`src/rtl/rstk_pkg.sv`:
```
package rstk_pkg;

    localparam int LOC_W_DEF = 12;
    localparam int PTR_W_DEF = 4;

    typedef enum logic [1:0] {
        ST_IDLE   = 2'd0,
        ST_PUSH   = 2'd1,
        ST_POP    = 2'd2,
        ST_REWIND = 2'd3
    } stk_op_e;

    // Rewind wins over push, push wins over pop.
    function automatic stk_op_e pick_op(input logic rewind,
                                        input logic push,
                                        input logic pop);
        stk_op_e op;
        if (rewind)    op = ST_REWIND;
        else if (push) op = ST_PUSH;
        else if (pop)  op = ST_POP;
        else           op = ST_IDLE;
        return op;
    endfunction

endpackage

```
`src/rtl/rstk_ptr.sv`:
```
module rstk_ptr
    import rstk_pkg::*;
#(
    parameter int PTR_W = PTR_W_DEF
) (
    input  logic             clk,
    input  logic             rst,
    input  stk_op_e          op,
    output logic [PTR_W-1:0] ptr_q,
    output logic [PTR_W-1:0] rd_idx
);
    localparam logic [PTR_W-1:0] ONE = PTR_W'(1);
    localparam logic [PTR_W-1:0] TWO = PTR_W'(2);

    logic [PTR_W-1:0] ptr_d;

    always_comb begin
        case (op)
            ST_PUSH:   ptr_d = ptr_q + ONE;
            ST_POP:    ptr_d = ptr_q - ONE;
            ST_REWIND: ptr_d = ONE;
            default:   ptr_d = ptr_q;
        endcase
    end

    // The entry that becomes the top after the operation.
    always_comb begin
        case (op)
            ST_POP:    rd_idx = ptr_q - TWO;
            ST_REWIND: rd_idx = '0;
            default:   rd_idx = ptr_q;
        endcase
    end

    always_ff @(posedge clk) begin
        if (rst) ptr_q <= '0;
        else     ptr_q <= ptr_d;
    end
endmodule

```
`src/rtl/rstk_mem.sv`:
```
module rstk_mem #(
    parameter int LOC_W = 12,
    parameter int PTR_W = 4
) (
    input  logic             clk,
    input  logic             rst,
    input  logic             we,
    input  logic [PTR_W-1:0] wr_idx,
    input  logic [LOC_W-1:0] wr_data,
    input  logic [PTR_W-1:0] rd_idx,
    output logic [LOC_W-1:0] rd_data
);
    localparam int DEPTH = 1 << PTR_W;

    logic [LOC_W-1:0] ent [DEPTH];

    always_ff @(posedge clk) begin
        for (int i = 0; i < DEPTH; i++) begin
            if (rst)
                ent[i] <= '0;
            else if (we && (wr_idx == PTR_W'(i)))
                ent[i] <= wr_data;
        end
    end

    assign rd_data = ent[rd_idx];
endmodule

```
`src/rtl/rstk_latch.sv`:
```
module rstk_latch
    import rstk_pkg::*;
#(
    parameter int LOC_W = LOC_W_DEF
) (
    input  logic             clk,
    input  logic             rst,
    input  stk_op_e          op,
    input  logic [LOC_W-1:0] push_data,
    input  logic [LOC_W-1:0] top_data,
    output logic [LOC_W-1:0] q
);
    always_ff @(posedge clk) begin
        if (rst) begin
            q <= '0;
        end else begin
            case (op)
                ST_PUSH:           q <= push_data;
                ST_POP, ST_REWIND: q <= top_data;
                default:           q <= q;
            endcase
        end
    end
endmodule

```
`src/rtl/ucode_ret_stack.sv`:
```
module ucode_ret_stack
    import rstk_pkg::*;
#(
    parameter int LOC_W = LOC_W_DEF,
    parameter int PTR_W = PTR_W_DEF
) (
    input  logic             clk,
    input  logic             rst,
    input  logic             call_en,
    input  logic             ret_en,
    input  logic             trap_push,
    input  logic             stk_rewind,
    input  logic [LOC_W-1:0] cur_loc,
    output logic [LOC_W-1:0] ret_addr
);
    stk_op_e          op;
    logic [PTR_W-1:0] ptr_q;
    logic [PTR_W-1:0] rd_idx;
    logic [LOC_W-1:0] top_data;

    assign op = pick_op(stk_rewind, call_en | trap_push, ret_en);

    rstk_ptr #(.PTR_W(PTR_W)) u_ptr (
        .clk    (clk),
        .rst    (rst),
        .op     (op),
        .ptr_q  (ptr_q),
        .rd_idx (rd_idx)
    );

    rstk_mem #(.LOC_W(LOC_W), .PTR_W(PTR_W)) u_mem (
        .clk     (clk),
        .rst     (rst),
        .we      (op == ST_PUSH),
        .wr_idx  (ptr_q),
        .wr_data (cur_loc),
        .rd_idx  (rd_idx),
        .rd_data (top_data)
    );

    rstk_latch #(.LOC_W(LOC_W)) u_latch (
        .clk       (clk),
        .rst       (rst),
        .op        (op),
        .push_data (cur_loc),
        .top_data  (top_data),
        .q         (ret_addr)
    );
endmodule

```
`config.mk`:
```
export PLATFORM = sky130hd
export DESIGN_NAME = ucode_ret_stack
export DESIGN_NICKNAME = d
export VERILOG_FILES = /design/src/rtl/rstk_pkg.sv /design/src/rtl/rstk_ptr.sv /design/src/rtl/rstk_mem.sv /design/src/rtl/rstk_latch.sv /design/src/rtl/ucode_ret_stack.sv
export SDC_FILE = /design/constraint.sdc
export NUM_CORES = 1
export LEC_CHECK = 0
export BUFFER_PORTS_ARGS = -buffer_cell sky130_fd_sc_hd__buf_2
export CAP_MARGIN = 5
export CORE_MARGIN = 2
export CORE_UTILIZATION = 40
export CTS_CLUSTER_SIZE = 20
export DETAILED_ROUTE_END_ITERATION = 12
export PLACE_DENSITY = 0.64
export SETUP_SLACK_MARGIN = 0.2
export SLEW_MARGIN = 15
export SYNTH_ARGS = -nofsm -noshare
export SYNTH_HDL_FRONTEND = slang
export SYNTH_SLANG_ARGS = --single-unit
```
`constraint.sdc`:
```
create_clock -name clk -period 7.4 [get_ports clk]
set_clock_uncertainty 0.2 [all_clocks]
set_input_delay 1.48 -clock clk [delete_from_list [all_inputs] [get_ports clk]]
set_output_delay 1.48 -clock clk [all_outputs]
set_load 0.05 [all_outputs]
```
==> qor.csv <==
stage,metric,value,unit
floorplan,pin_count,30,
clock_network,clk_transition_reported_paths,0.06,ns
clock_network,postCtsSetupBuffers,0,
synthesis,postSynthRegisterBits,208,
critical_path,timing.critical_path.to_type,flop,
power,p_total,0.00270,W
detailed_routing,initial_drc_count,561,
timing,final_min_period_over_clock_period,50.5,%
final_layout,num-fill-cells,2176,
critical_path,timing.critical_path.fanout_max,43,
timing,setup-violations-final,0,
place,place_congestion,0.796,
critical_path,timing_worst_setup_path_type,primary input to flop,
timing,tmin_final,3.74,ns
power,cellLeakagePower,4.59,nW
timing,timing.fmax,268,MHz
clock_network,clockRootBuffer,sky130_fd_sc_hd__clkbuf_16,
final_layout,multi_input_comb_area,3550,um^2
timing,totalNegativeSetupSlack,0,ns
global_route,number_of_global_route_vias_before_repair,5921,
final_layout,layout.core_utilization,45.5,%
power,clock_power_share,41.0,%
detailed_routing,via_count,5856,
critical_path,worstPathCellList,buf_2 -> nand2b_4 -> buf_4 -> mux4_2 -> nor2_1 -> o32ai_1,
floorplan,core-area,24200,um^2
clock_network,cts_repair_resize_count,0,
detailed_routing,dr.pass1.iters,5,
power,vdd_ir_drop_max,0.126,mV
critical_path,crit_slowest_cell,sky130_fd_sc_hd__nand2b_4,
clock_network,cts-htree-levels,1,
timing,timing.final.hold_violations,0,
floorplan,die_w,161,um
global_route,grt_use_total,18.8,%
final_layout,nets,768,
final_layout,regArea,6090,um^2
critical_path,worst_setup_path_start_kind,primary input,
floorplan,fp.dieArea,26000,um^2
global_route,antenna_found_initial,0,
clock_network,cts_max_path_buffers,3,
detailed_routing,number_of_nets_with_antenna_violations_after_routing,0,
clock_network,numClockSinks,208,
synthesis,postSynthAreaPerCell,13.5,um^2
synthesis,synth_sequential_area_ratio,61.6,%
critical_path,critPathMaxStageDelay,0.74,ns
synthesis,post_synth_instance_area,9870,um^2
power,p_switching,0.000623,W
synthesis,synthesis.instances,729,
final_layout,final_layout_size_suffix_gt1_share,13.3,%
critical_path,cp.required,7.56,ns
outcome,outcome,"finished, final reports clean",
place,dp_hpwl,15100,um
final_layout,finalNonFillerCells,1082,
critical_path,cpLargestDelayFamily,simple AND/OR/NAND/NOR gates,
global_route,grt_pass1_wl,36700,um
critical_path,cp_data_arrival_time,3.89,ns
critical_path,worstPathBufferInverterCount,2,
clock_network,post_cts_hold_buffer_count,0,
synthesis,ys.warnings.count,0,
detailed_routing,post_drt_wl_per_cell,22.4,um
detailed_routing,drc_errors,0,
place,portBuffers,29,
power,cellPowerDensity,245,nW/um^2
clock_network,tritoncts_clock_tree,done,
floorplan,die-height,161,um
power,internal_power,0.00208,W
power,seq_power_share,50.2,%
synthesis,synthesis.nets,755,
synthesis,synth_cell_type_count,38,
timing,final-max-slew-violation-count,0,
power,comb_power_share,8.8,%
timing,slew_headroom,36.4,%
global_route,grt.overflow.total,0,
global_route,maximum_number_of_pins_on_one_net_before_global_route_repair,44,
floorplan,core.rowCount,57,
place,dp_cells,1042,
job,maxCapViolCount,0,
detailed_routing,route.final.wire_length,24300,um
detailed_routing,route.detailed.vias_per_inst,5.41,
min_path,hold_path_class,flop to flop,
power,power_switching_share,23.1,%
final_layout,n_antenna_cell,0,
timing,worst_margin_slew,0.949,ns
timing,grt_setup_unrepaired,no,
clock_network,clk_latency,0.50,ns
floorplan,starting_utilization_of_the_core_area,40.7,%
clock_network,tritoncts_buffer_count,22,
final_layout,syn2layout_area_growth,11.8,%
==> per-stage QoR <==
| step | instance area (um^2) | setup slack (ns) | hold WS, ns |
|---|---|---|---|
| 5_1_grt | 11000 | 3.53 | 0.423 |
| 3_3_place_gp | 10300 | 3.15 | 0.355 |
| 4_1_cts | 11000 | 3.65 | 0.379 |
| 3_5_place_dp | 10300 | 3.14 | 0.361 |
| 6_report | 11000 | 3.66 | 0.374 |
| 2_1_floorplan | 9870 | 3.93 | 0.461 |
==> metal layers <==
layer / up-vias / global-route usage [%] / wire (um)
met5: - / 0 / 0
met4: 0 / 5.19 / 655
met3: 43 / 3.00 / 1340
met2: 184 / 30.5 / 11500
met1: 2964 / 26.4 / 10800
li1: 2665 / - / -
==> synthesized netlist by cell type <==
library cell	n	share of area [%]
sky130_fd_sc_hd__nor3b_4	1	0.19
sky130_fd_sc_hd__a21o_1	1	0.076
sky130_fd_sc_hd__clkbuf_1	40	1.5
sky130_fd_sc_hd__and2_1	192	12
sky130_fd_sc_hd__a211oi_1	1	0.076
sky130_fd_sc_hd__or2_2	4	0.25
sky130_fd_sc_hd__dfxtp_1	16	3.2
sky130_fd_sc_hd__nand2_1	6	0.23
sky130_fd_sc_hd__nor2b_1	2	0.13
sky130_fd_sc_hd__a21boi_0	1	0.076
sky130_fd_sc_hd__buf_2	13	0.66
sky130_fd_sc_hd__o21bai_1	12	0.91
sky130_fd_sc_hd__buf_6	2	0.23
sky130_fd_sc_hd__buf_4	1	0.076
sky130_fd_sc_hd__mux2i_1	109	11
sky130_fd_sc_hd__nor3_1	4	0.20
sky130_fd_sc_hd__o32ai_1	12	1.1
sky130_fd_sc_hd__ha_1	8	1.0
sky130_fd_sc_hd__o21ai_0	12	0.61
sky130_fd_sc_hd__mux4_1	1	0.27
sky130_fd_sc_hd__nand2b_1	3	0.19
sky130_fd_sc_hd__mux2i_2	2	0.28
sky130_fd_sc_hd__and3_1	1	0.063
sky130_fd_sc_hd__a32oi_1	1	0.089
sky130_fd_sc_hd__or3_1	1	0.063
sky130_fd_sc_hd__a21oi_1	3	0.15
sky130_fd_sc_hd__mux4_2	11	2.5
sky130_fd_sc_hd__nand3b_1	1	0.076
sky130_fd_sc_hd__xnor2_1	2	0.18
sky130_fd_sc_hd__xor2_1	1	0.089
sky130_fd_sc_hd__nand2_2	2	0.13
sky130_fd_sc_hd__and4bb_2	1	0.13
sky130_fd_sc_hd__edfxtp_1	192	58
sky130_fd_sc_hd__a31o_2	4	0.35
sky130_fd_sc_hd__nor2_1	38	1.4
sky130_fd_sc_hd__inv_1	4	0.15
sky130_fd_sc_hd__o22ai_1	12	0.76
sky130_fd_sc_hd__a22oi_1	12	0.91
==> layout make-up <==
type	count	share of cell area (%)
Clock buffer	27	5.35
Clock inverter	13	1.19
Inverter	4	0.136
Multi-Input combinational cell	461	32.1
Sequential cell	208	55.1
Tap cell	324	3.67
Timing Repair Buffer	45	2.40
==> flip-flops by register name, summed over array words and instances (netlist names) <==
signal and flops:
u_mem.ent 192, u_latch.q 12, u_ptr.ptr_q 4
==> cell families after synthesis <==
kind of cell,share of synthesized area [%]
xor+xnor,0.266
fa+ha+maj,1.01
flops,61.6
simple gates,15.3
compound gates,5.08
mux,14.1
buf+inv,2.64
==> worst register-to-register path: cells and delay by family (launching register included) <==
family	cells	cell delay [ns]
DFF	1	0.47
and+or+nand+nor	2	0.64
adders and majority gates	1	0.35
buffers and inverters	1	0.19
muxes	1	0.58
AOI/OAI and AO/OA	2	0.51
==> power groups by stage <==
stage / clock (W) / combinational (W) / sequential [W]
2_1_floorplan: 0 / 0.000134 / 0.00139
3_3_place_gp: 0 / 0.000234 / 0.00138
3_5_place_dp: 0 / 0.000237 / 0.00138
4_1_cts: 0.00112 / 0.000238 / 0.00135
5_1_grt: 0.00116 / 0.000252 / 0.00136
6_report: 0.00111 / 0.000238 / 0.00135
==> layout by cell type, fill, tap and decap left out, types with 2 or more instances in the layout <==
| cell | n |
|---|---|
| sky130_fd_sc_hd__o32ai_1 | 12 |
| sky130_fd_sc_hd__clkinv_1 | 7 |
| sky130_fd_sc_hd__buf_2 | 29 |
| sky130_fd_sc_hd__o22ai_1 | 12 |
| sky130_fd_sc_hd__inv_1 | 4 |
| sky130_fd_sc_hd__clkinv_2 | 3 |
| sky130_fd_sc_hd__a31o_2 | 4 |
| sky130_fd_sc_hd__nand2_1 | 6 |
| sky130_fd_sc_hd__a22oi_1 | 12 |
| sky130_fd_sc_hd__edfxtp_1 | 192 |
| sky130_fd_sc_hd__and2_1 | 192 |
| sky130_fd_sc_hd__nand2_2 | 2 |
| sky130_fd_sc_hd__o21bai_1 | 12 |
| sky130_fd_sc_hd__mux4_2 | 11 |
| sky130_fd_sc_hd__o21ai_0 | 12 |
| sky130_fd_sc_hd__bufinv_16 | 3 |
| sky130_fd_sc_hd__dfxtp_1 | 16 |
| sky130_fd_sc_hd__nor3_1 | 3 |
| sky130_fd_sc_hd__clkbuf_16 | 23 |
| sky130_fd_sc_hd__or2_2 | 4 |
| sky130_fd_sc_hd__ha_1 | 8 |
| sky130_fd_sc_hd__nand2b_1 | 2 |
| sky130_fd_sc_hd__xnor2_1 | 2 |
| sky130_fd_sc_hd__mux2i_1 | 109 |
| sky130_fd_sc_hd__nor2b_1 | 2 |
| sky130_fd_sc_hd__a21oi_1 | 3 |
| sky130_fd_sc_hd__buf_4 | 16 |
| sky130_fd_sc_hd__clkbuf_1 | 4 |
| sky130_fd_sc_hd__nor2_1 | 38 |
==> path summary, 6_finish.rpt <==
| check | startpoint | end | slack, ns | depth (start not counted) |
|---|---|---|---|---|
| setup / recovery | stk_rewind | u_latch.q[2] | 3.66 | 6 |
| hold reg to reg | u_latch.q[1] | u_latch.q[1] | 0.37 | 2 |
| hold / removal | u_latch.q[1] | u_latch.q[1] | 0.37 | 2 |
| setup reg to reg | u_ptr.ptr_q[1] | u_latch.q[2] | 4.38 | 7 |
Note: power is estimated with default switching activity, not from simulation.
